**src/rtl/axi_burst_mem_pkg.sv**
```systemverilog
package axi_burst_mem_pkg;

  typedef enum logic [1:0] {
    BT_FIXED = 2'b00,
    BT_INCR  = 2'b01,
    BT_WRAP  = 2'b10,
    BT_RSVD  = 2'b11
  } burst_e;

  localparam logic [1:0] RSP_OKAY   = 2'b00;
  localparam logic [1:0] RSP_SLVERR = 2'b10;

  // A request is usable when its beat fits the bus, its type is defined,
  // and a wrapping request spans a power-of-two beat count of 2..16.
  function automatic logic ctrl_ok(input logic [2:0] size, input logic [1:0] burst,
                                   input logic [3:0] len, input logic [2:0] size_max);
    logic wrap_len_ok;
    wrap_len_ok = (len == 4'd1) || (len == 4'd3) || (len == 4'd7) || (len == 4'd15);
    return (size <= size_max) && (burst != BT_RSVD) && ((burst != BT_WRAP) || wrap_len_ok);
  endfunction

endpackage

```
**src/rtl/axi_bm_addr_step.sv**
```systemverilog
module axi_bm_addr_step
  import axi_burst_mem_pkg::*;
#(
  parameter int ADDR_W = 16
) (
  input  logic [ADDR_W-1:0] cur_addr,
  input  logic [2:0]        size,
  input  logic [3:0]        len,
  input  logic [1:0]        burst,
  output logic [ADDR_W-1:0] nxt_addr
);

  logic [ADDR_W-1:0] beat_bytes;
  logic [ADDR_W-1:0] span;
  logic [ADDR_W-1:0] aligned;
  logic [ADDR_W-1:0] bumped;
  logic [ADDR_W-1:0] wrap_base;

  always_comb begin
    beat_bytes = ADDR_W'(1) << size;
    span       = ADDR_W'({1'b0, len} + 5'd1) << size;
    aligned    = cur_addr & ~(beat_bytes - ADDR_W'(1));
    bumped     = aligned + beat_bytes;
    wrap_base  = cur_addr & ~(span - ADDR_W'(1));
    case (burst)
      BT_FIXED: nxt_addr = cur_addr;
      BT_WRAP:  nxt_addr = (bumped == wrap_base + span) ? wrap_base : bumped;
      default:  nxt_addr = bumped;
    endcase
  end

endmodule

```
**src/rtl/axi_bm_store.sv**
```systemverilog
module axi_bm_store #(
  parameter int DATA_W = 32,
  parameter int WORDS  = 64,
  parameter int LANES  = DATA_W / 8,
  parameter int IDX_W  = $clog2(WORDS)
) (
  input  logic              clk,
  input  logic              we,
  input  logic [IDX_W-1:0]  waddr,
  input  logic [DATA_W-1:0] wdata,
  input  logic [LANES-1:0]  wstrb,
  input  logic [IDX_W-1:0]  raddr,
  output logic [DATA_W-1:0] rdata
);

  for (genvar g = 0; g < LANES; g++) begin : g_lane
    logic [7:0] cells [WORDS];

    always_ff @(posedge clk) begin
      if (we && wstrb[g]) cells[waddr] <= wdata[8*g +: 8];
    end

    assign rdata[8*g +: 8] = cells[raddr];
  end

endmodule

```
**src/rtl/axi_bm_wr_ctrl.sv**
```systemverilog
module axi_bm_wr_ctrl
  import axi_burst_mem_pkg::*;
#(
  parameter int ID_W   = 4,
  parameter int ADDR_W = 16,
  parameter int DATA_W = 32,
  parameter int WORDS  = 64,
  parameter int LANES  = DATA_W / 8,
  parameter int LANE_W = $clog2(LANES),
  parameter int IDX_W  = $clog2(WORDS)
) (
  input  logic              clk,
  input  logic              rst_n,
  input  logic [ID_W-1:0]   awid,
  input  logic [ADDR_W-1:0] awaddr,
  input  logic [3:0]        awlen,
  input  logic [2:0]        awsize,
  input  logic [1:0]        awburst,
  input  logic              awvalid,
  output logic              awready,
  input  logic [DATA_W-1:0] wdata,
  input  logic [LANES-1:0]  wstrb,
  input  logic              wlast,
  input  logic              wvalid,
  output logic              wready,
  output logic [ID_W-1:0]   bid,
  output logic [1:0]        bresp,
  output logic              bvalid,
  input  logic              bready,
  output logic              mem_we,
  output logic [IDX_W-1:0]  mem_idx,
  output logic [DATA_W-1:0] mem_wdata,
  output logic [LANES-1:0]  mem_wstrb
);

  localparam logic [2:0] SIZE_MAX = 3'(LANE_W);

  typedef enum logic [1:0] {WS_IDLE, WS_DATA, WS_RESP} wstate_e;

  wstate_e           st_q;
  logic [ID_W-1:0]   id_q;
  logic [ADDR_W-1:0] addr_q;
  logic [3:0]        len_q;
  logic [2:0]        size_q;
  logic [1:0]        burst_q;
  logic [3:0]        cnt_q;
  logic              ok_q;
  logic              err_q;
  logic [ADDR_W-1:0] nxt;
  logic              aw_hs, w_hs, b_hs;
  logic              beat_last, beat_hit, req_ok;

  axi_bm_addr_step #(.ADDR_W(ADDR_W)) u_step (
    .cur_addr(addr_q), .size(size_q), .len(len_q), .burst(burst_q), .nxt_addr(nxt)
  );

  assign awready   = (st_q == WS_IDLE);
  assign wready    = (st_q == WS_DATA);
  assign bvalid    = (st_q == WS_RESP);
  assign bid       = id_q;
  assign bresp     = err_q ? RSP_SLVERR : RSP_OKAY;
  assign aw_hs     = awvalid && awready;
  assign w_hs      = wvalid && wready;
  assign b_hs      = bvalid && bready;
  assign beat_last = (cnt_q == len_q);
  assign beat_hit  = (addr_q >> LANE_W) < ADDR_W'(WORDS);
  assign req_ok    = ctrl_ok(awsize, awburst, awlen, SIZE_MAX);

  assign mem_we    = w_hs && ok_q && beat_hit;
  assign mem_idx   = addr_q[LANE_W +: IDX_W];
  assign mem_wdata = wdata;
  assign mem_wstrb = wstrb;

  always_ff @(posedge clk or negedge rst_n) begin
    if (!rst_n) begin
      st_q    <= WS_IDLE;
      id_q    <= '0;
      addr_q  <= '0;
      len_q   <= '0;
      size_q  <= '0;
      burst_q <= '0;
      cnt_q   <= '0;
      ok_q    <= 1'b0;
      err_q   <= 1'b0;
    end else begin
      case (st_q)
        WS_IDLE: if (aw_hs) begin
          id_q    <= awid;
          addr_q  <= awaddr;
          len_q   <= awlen;
          size_q  <= awsize;
          burst_q <= awburst;
          cnt_q   <= '0;
          ok_q    <= req_ok;
          err_q   <= !req_ok;
          st_q    <= WS_DATA;
        end
        WS_DATA: if (w_hs) begin
          addr_q <= nxt;
          cnt_q  <= cnt_q + 4'd1;
          if (!beat_hit || (wlast != beat_last)) err_q <= 1'b1;
          if (beat_last) st_q <= WS_RESP;
        end
        WS_RESP: if (b_hs) st_q <= WS_IDLE;
        default: st_q <= WS_IDLE;
      endcase
    end
  end

endmodule

```
**src/rtl/axi_bm_rd_ctrl.sv**
```systemverilog
module axi_bm_rd_ctrl
  import axi_burst_mem_pkg::*;
#(
  parameter int ID_W   = 4,
  parameter int ADDR_W = 16,
  parameter int DATA_W = 32,
  parameter int WORDS  = 64,
  parameter int LANES  = DATA_W / 8,
  parameter int LANE_W = $clog2(LANES),
  parameter int IDX_W  = $clog2(WORDS)
) (
  input  logic              clk,
  input  logic              rst_n,
  input  logic [ID_W-1:0]   arid,
  input  logic [ADDR_W-1:0] araddr,
  input  logic [3:0]        arlen,
  input  logic [2:0]        arsize,
  input  logic [1:0]        arburst,
  input  logic              arvalid,
  output logic              arready,
  output logic [ID_W-1:0]   rid,
  output logic [DATA_W-1:0] rdata,
  output logic [1:0]        rresp,
  output logic              rlast,
  output logic              rvalid,
  input  logic              rready,
  output logic [IDX_W-1:0]  mem_idx,
  input  logic [DATA_W-1:0] mem_rdata
);

  localparam logic [2:0] SIZE_MAX = 3'(LANE_W);

  typedef enum logic {RS_IDLE, RS_SEND} rstate_e;

  rstate_e           st_q;
  logic [ID_W-1:0]   id_q;
  logic [ADDR_W-1:0] addr_q;
  logic [3:0]        len_q;
  logic [2:0]        size_q;
  logic [1:0]        burst_q;
  logic [3:0]        cnt_q;
  logic              ok_q;
  logic [DATA_W-1:0] data_q;
  logic [1:0]        resp_q;
  logic [ADDR_W-1:0] nxt;
  logic [ADDR_W-1:0] look_addr;
  logic              look_ok, req_ok;
  logic              ar_hs, r_hs;

  axi_bm_addr_step #(.ADDR_W(ADDR_W)) u_step (
    .cur_addr(addr_q), .size(size_q), .len(len_q), .burst(burst_q), .nxt_addr(nxt)
  );

  // The beat about to be presented is fetched one edge ahead, so a stalled
  // beat sits in registers and cannot drift while rvalid waits.
  assign req_ok    = ctrl_ok(arsize, arburst, arlen, SIZE_MAX);
  assign look_addr = (st_q == RS_IDLE) ? araddr : nxt;
  assign look_ok   = ((st_q == RS_IDLE) ? req_ok : ok_q) &&
                     ((look_addr >> LANE_W) < ADDR_W'(WORDS));
  assign mem_idx   = look_addr[LANE_W +: IDX_W];

  assign arready = (st_q == RS_IDLE);
  assign rvalid  = (st_q == RS_SEND);
  assign rid     = id_q;
  assign rdata   = data_q;
  assign rresp   = resp_q;
  assign rlast   = (cnt_q == len_q);
  assign ar_hs   = arvalid && arready;
  assign r_hs    = rvalid && rready;

  always_ff @(posedge clk or negedge rst_n) begin
    if (!rst_n) begin
      st_q    <= RS_IDLE;
      id_q    <= '0;
      addr_q  <= '0;
      len_q   <= '0;
      size_q  <= '0;
      burst_q <= '0;
      cnt_q   <= '0;
      ok_q    <= 1'b0;
      data_q  <= '0;
      resp_q  <= RSP_OKAY;
    end else begin
      case (st_q)
        RS_IDLE: if (ar_hs) begin
          id_q    <= arid;
          addr_q  <= araddr;
          len_q   <= arlen;
          size_q  <= arsize;
          burst_q <= arburst;
          cnt_q   <= '0;
          ok_q    <= req_ok;
          data_q  <= look_ok ? mem_rdata : '0;
          resp_q  <= look_ok ? RSP_OKAY : RSP_SLVERR;
          st_q    <= RS_SEND;
        end
        RS_SEND: if (r_hs) begin
          if (rlast) begin
            st_q <= RS_IDLE;
          end else begin
            addr_q <= nxt;
            cnt_q  <= cnt_q + 4'd1;
            data_q <= look_ok ? mem_rdata : '0;
            resp_q <= look_ok ? RSP_OKAY : RSP_SLVERR;
          end
        end
        default: st_q <= RS_IDLE;
      endcase
    end
  end

endmodule

```
**src/rtl/axi_burst_mem.sv**
```systemverilog
module axi_burst_mem #(
  parameter int ID_W      = 4,
  parameter int ADDR_W    = 16,
  parameter int DATA_W    = 32,
  parameter int MEM_BYTES = 256
) (
  input  logic                  clk,
  input  logic                  rst_n,
  input  logic [ID_W-1:0]       awid,
  input  logic [ADDR_W-1:0]     awaddr,
  input  logic [3:0]            awlen,
  input  logic [2:0]            awsize,
  input  logic [1:0]            awburst,
  input  logic                  awvalid,
  output logic                  awready,
  input  logic [DATA_W-1:0]     wdata,
  input  logic [DATA_W/8-1:0]   wstrb,
  input  logic                  wlast,
  input  logic                  wvalid,
  output logic                  wready,
  output logic [ID_W-1:0]       bid,
  output logic [1:0]            bresp,
  output logic                  bvalid,
  input  logic                  bready,
  input  logic [ID_W-1:0]       arid,
  input  logic [ADDR_W-1:0]     araddr,
  input  logic [3:0]            arlen,
  input  logic [2:0]            arsize,
  input  logic [1:0]            arburst,
  input  logic                  arvalid,
  output logic                  arready,
  output logic [ID_W-1:0]       rid,
  output logic [DATA_W-1:0]     rdata,
  output logic [1:0]            rresp,
  output logic                  rlast,
  output logic                  rvalid,
  input  logic                  rready
);

  localparam int LANES = DATA_W / 8;
  localparam int WORDS = MEM_BYTES / LANES;
  localparam int IDX_W = $clog2(WORDS);

  logic              st_we;
  logic [IDX_W-1:0]  st_widx;
  logic [DATA_W-1:0] st_wdata;
  logic [LANES-1:0]  st_wstrb;
  logic [IDX_W-1:0]  st_ridx;
  logic [DATA_W-1:0] st_rdata;

  axi_bm_wr_ctrl #(
    .ID_W(ID_W), .ADDR_W(ADDR_W), .DATA_W(DATA_W), .WORDS(WORDS)
  ) u_wr (
    .clk(clk), .rst_n(rst_n),
    .awid(awid), .awaddr(awaddr), .awlen(awlen), .awsize(awsize), .awburst(awburst),
    .awvalid(awvalid), .awready(awready),
    .wdata(wdata), .wstrb(wstrb), .wlast(wlast), .wvalid(wvalid), .wready(wready),
    .bid(bid), .bresp(bresp), .bvalid(bvalid), .bready(bready),
    .mem_we(st_we), .mem_idx(st_widx), .mem_wdata(st_wdata), .mem_wstrb(st_wstrb)
  );

  axi_bm_rd_ctrl #(
    .ID_W(ID_W), .ADDR_W(ADDR_W), .DATA_W(DATA_W), .WORDS(WORDS)
  ) u_rd (
    .clk(clk), .rst_n(rst_n),
    .arid(arid), .araddr(araddr), .arlen(arlen), .arsize(arsize), .arburst(arburst),
    .arvalid(arvalid), .arready(arready),
    .rid(rid), .rdata(rdata), .rresp(rresp), .rlast(rlast), .rvalid(rvalid), .rready(rready),
    .mem_idx(st_ridx), .mem_rdata(st_rdata)
  );

  axi_bm_store #(.DATA_W(DATA_W), .WORDS(WORDS)) u_store (
    .clk(clk), .we(st_we), .waddr(st_widx), .wdata(st_wdata), .wstrb(st_wstrb),
    .raddr(st_ridx), .rdata(st_rdata)
  );

endmodule

```
**config.mk**
```make
export PLATFORM = sky130hd
export DESIGN_NAME = axi_burst_mem
export DESIGN_NICKNAME = d
export VERILOG_FILES = /design/src/rtl/axi_burst_mem_pkg.sv /design/src/rtl/axi_bm_addr_step.sv /design/src/rtl/axi_bm_store.sv /design/src/rtl/axi_bm_wr_ctrl.sv /design/src/rtl/axi_bm_rd_ctrl.sv /design/src/rtl/axi_burst_mem.sv
export SDC_FILE = /design/constraint.sdc
export NUM_CORES = 2
export LEC_CHECK = 0
export BUFFER_PORTS_ARGS = -buffer_cell sky130_fd_sc_hd__clkbuf_2
export CORE_ASPECT_RATIO = 0.5
export CORE_UTILIZATION = 55
export DETAILED_ROUTE_END_ITERATION = 10
export PLACE_DENSITY = 0.71
export SYNTH_ARGS = -nofsm -noshare
export SYNTH_HDL_FRONTEND = slang
export SYNTH_HIERARCHICAL = 1
export SYNTH_SLANG_ARGS = --single-unit
```
**constraint.sdc**
```tcl
create_clock -name clk -period 9.7 [get_ports clk]
set_clock_uncertainty 0.05 [all_clocks]
set_input_delay 0.485 -clock clk [delete_from_list [all_inputs] [get_ports clk]]
set_output_delay 0.485 -clock clk [all_outputs]
set_load 0.01 [all_outputs]
```
==> results.yml <==
routing:
  vias: 52997
  wire_per_inst_um: 34.5
  dr.pass1.iters: 7
  drt_iter0_markers: 8238
  drt_wl_total_um: 264000
  drc: 0
  routed_via_density: 6.92
  detail-route-antenna-nets: 0
logic_synthesis:
  synth_top_cell_area_share_pct: 67.8
  async_reset_ff_share_pct: 4.88
  synth_xor_xnor_area_share_pct: 0.978
  ys_dominant_reg_cell: "edfxtp_1"
  ys_top_cells_by_area: "edfxtp_1 (68%), mux4_2 (13%), dfrtp_1 (2.9%)"
  synth-simple-area-share_pct: 5.60
  ys_ff_latch: 2153
  syn_nets: 5234
  synth_compound_area_share_pct: 5.69
  syn-cell-area_um2: 90700
  synth_fa_ha_area_share_pct: 0.345
  post_synth.cell_area_avg_um2: 17.8
  synth_edf_count: 2048
  yosysUniqueCellTypes: 126
  synth-seq-area-share_pct: 70.7
  synth_top_family_by_area: "multiplexers"
  ys_warn_count: 6
  synthMuxAreaShare_pct: 14.3
  netlist_instances: 5107
  synth_area_leader_cell: "edfxtp_1"
status:
  status: "finished with violations"
  violations: "max-capacitance violations, max-slew violations"
power_and_ir_drop:
  power_frac_comb_pct: 54.1
  power.internal_mw: 22.8
  leakage_nw: 32.1
  power.switching_mw: 16.1
  power.total_mw: 39.0
  peakVddDrop_v: 0.000287
  p_clk_share_pct: 18.5
  p_sw_share_pct: 41.4
  seqPwrFrac_pct: 27.4
  power_density_nw_per_um2: 389
sta:
  period_share_pct: 96.2
  hold_viol_final: 0
  tns_ns: 0
  worst_slew_pin_slew_ns: 1.63
  fin_worst_hold_slack_ns: 0.0243
  setup_viol: 0
  period_minus_slack_ns: 9.33
  slew_headroom_pct: -8.68
  worst_slack_ns: 0.370
  fmax_mhz: 107
  slew_violations: 18
  grt_setup_unrepaired: "false"
finish:
  drive_gt1_share_pct: 22.7
  area_growth_pct: 10.5
  fin_nets: 5444
  final_cells: 7656
worst_setup_path:
  crit_slowest_cell: "mux4_2"
  crit_path_start_kind: "flip-flop"
  cp_max_fo: 24
  worstPathRequired_ns: 10.29
  critPathArrivalTime_ns: 9.92
  max_stage_delay_ns: 0.58
  reg2reg_depth: 29
  crit_type: "reg -> reg"
  endpoint_kind: "flip-flop"
place:
  dp.final_hpwl_um: 168000
  place_ws_ns: 0.212
  dp.cells: 7242
  io_buffer_count: 149
  routabilityCongestion: 0.913
cts:
  post_cts_buffers: 0
  path_clk_slew_ns: 0.07
  cts_sinks: 2153
  numCtsBuffers: 186
  cts_tree: "built"
  clock-root-buffer: "clkbuf_16"
  cts_htree_levels: 4
  clk_latency_ns: 0.85
  cts_buffer_depth: 4
floorplanning:
  die_w_um: 576
  coreArea_um2: 162000
  rows: 104
  start_util_pct: 55.9
  ios: 152
  dieArea_um2: 167000
  die_h_um: 289
global_route:
  grt_max_degree: 75
  grt_first_pass_wirelength_um: 368000
  gr-total-overflow: 0
  antenna_found_initial: 36
  grt_use_total_pct: 31.3
  grt_pass1_vias: 50849
min_path:
  hold_class: "in -> reg"
  worstHoldPathCells: 3
job:
  drv_cap: 2
-- synth_stat cells, types with 11 or more instances --
master,number
or3_1,15
nor2b_1,26
nor3_1,36
xor2_1,25
nand2b_1,34
a21oi_1,107
ha_1,25
or2_2,11
xnor2_1,51
o21ai_0,87
and3_1,19
nand2_1,322
a22o_1,11
nor4_1,32
clkbuf_1,126
a21o_1,14
a211oi_1,15
a221oi_1,20
buf_1,18
nand3_1,62
o211ai_1,18
dfrtp_1,105
nor2_1,390
o21a_1,18
o22ai_1,123
buf_4,105
and2_1,29
o221ai_1,27
buf_2,82
inv_1,50
nor3b_1,13
a22oi_1,36
o21ai_2,32
mux2_2,34
buf_6,20
o22a_1,25
edfxtp_1,2048
a31oi_1,15
o21ai_1,23
and4_1,11
mux4_2,509
mux2i_1,98
-- cell type report --
| cell class | count | area, um^2 |
|---|---|---|
| multi-input cells | 2549 | 24600 |
| clock inverters | 91 | 818 |
| diodes | 36 | 90.1 |
| flip-flops and latches | 2153 | 64100 |
| clock buffers | 227 | 4890 |
| fillers | 11243 | 62000 |
| repair buffers | 372 | 2850 |
| inverters | 55 | 206 |
| well taps | 2173 | 2720 |
-- sequential cells by signal, summed over array words and instances (netlist names), 4 cells and up --
| signal | cells |
|---|---|
| u_rd/addr_q | 16 |
| u_rd/cnt_q | 4 |
| u_rd/len_q | 4 |
| u_rd/rdata | 32 |
| u_rd/rid | 4 |
| u_store/g_lane.cells | 2048 |
| u_wr/addr_q | 16 |
| u_wr/bid | 4 |
| u_wr/cnt_q | 4 |
| u_wr/len_q | 4 |
-- logic make-up after synthesis --
group	after synthesis
buf+inv	408
mux	650
flops	2153
compound gates	709
simple gates	1074
other cells	2
xor+xnor	86
fa+ha+maj	25
-- power by group through the flow --
| stage | clock (mW) | combinational (mW) | sequential [mW] |
|---|---|---|---|
| floorplan | 0 | 13.6 | 10.7 |
| global route | 7.60 | 21.7 | 10.7 |
| global placement | 0 | 20.0 | 10.9 |
| CTS | 7.26 | 20.3 | 10.7 |
| detailed placement | 0 | 20.2 | 10.9 |
| finish | 7.21 | 21.1 | 10.7 |
-- timing repair --
item | 4_1_cts | 5_1_grt
hold buffers | 57 | 0
setup endpoints to repair | 0 | 20
gates resized for setup | 0 | 12
endpoints found under the hold margin | 85 | 0
-- metal layers --
metal	vias to the layer above	GRT usage, %	routed length [um]
li1	21036	-	-
met1	27374	42.4	97300
met2	3862	46.5	118000
met3	695	11.4	36800
met4	30	12.9	11900
met5	-	1.03	561
-- layout by cell type, fill, tap and decap left out, drive strengths merged, types with 19 or more instances in the layout --
cell,instances
xor2,26
mux2i,98
edfxtp,2048
and3,19
a221oi,22
o221ai,28
mux2,46
nor3,42
dfrtp,105
clkbuf,375
nor4,36
nor2,391
nand2b,34
nor2b,28
xnor2,51
nand3,62
mux4,509
and2,31
a22oi,37
o21ai,142
nand2,325
o32ai,20
clkinv,71
buf,167
dlygate4sd3,57
diode,36
inv,56
o22a,25
o22ai,123
a21oi,113
ha,25
-- per-stage QoR --
stage / instance area (um^2) / util, %
finish: 100000 / 61.8
CTS: 100000 / 61.7
global placement: 93800 / 57.8
global route: 100000 / 61.8
detailed placement: 93800 / 57.8
floorplan: 90700 / -
-- path summary, 6_finish.rpt --
kind | from | endpoint | slack (ns)
setup / recovery | u_rd/len_q[1]$_DFFE_PN0P_ | u_rd/rdata[28]$_DFFE_PN0P_ | 0.37
hold / removal | araddr[8] | u_rd/addr_q[8]$_DFFE_PN0P_ | 0.02
setup reg to reg | u_rd/len_q[1]$_DFFE_PN0P_ | u_rd/rdata[28]$_DFFE_PN0P_ | 0.37
hold reg to reg | u_rd/cnt_q[3]$_DFFE_PN0P_ | u_rd/cnt_q[3]$_DFFE_PN0P_ | 0.46
max in group asynchronous | rst_n | u_rd/size_q[0]$_DFFE_PN0P_ | 7.88
min in group asynchronous | rst_n | u_rd/rdata[13]$_DFFE_PN0P_ | 0.14
-- critical path, delay by kind of cell (launching register included) --
| kind | cells | cell delay [ns] |
|---|---|---|
| xor+xnor | 2 | 0.36 |
| simple gates | 8 | 2.00 |
| flops | 1 | 0.46 |
| compound gates | 13 | 3.90 |
| buf+inv | 2 | 0.61 |
| mux | 2 | 1.09 |
| fa+ha+maj | 2 | 0.63 |
No activity file was read; power rests on OpenSTA's default activity.
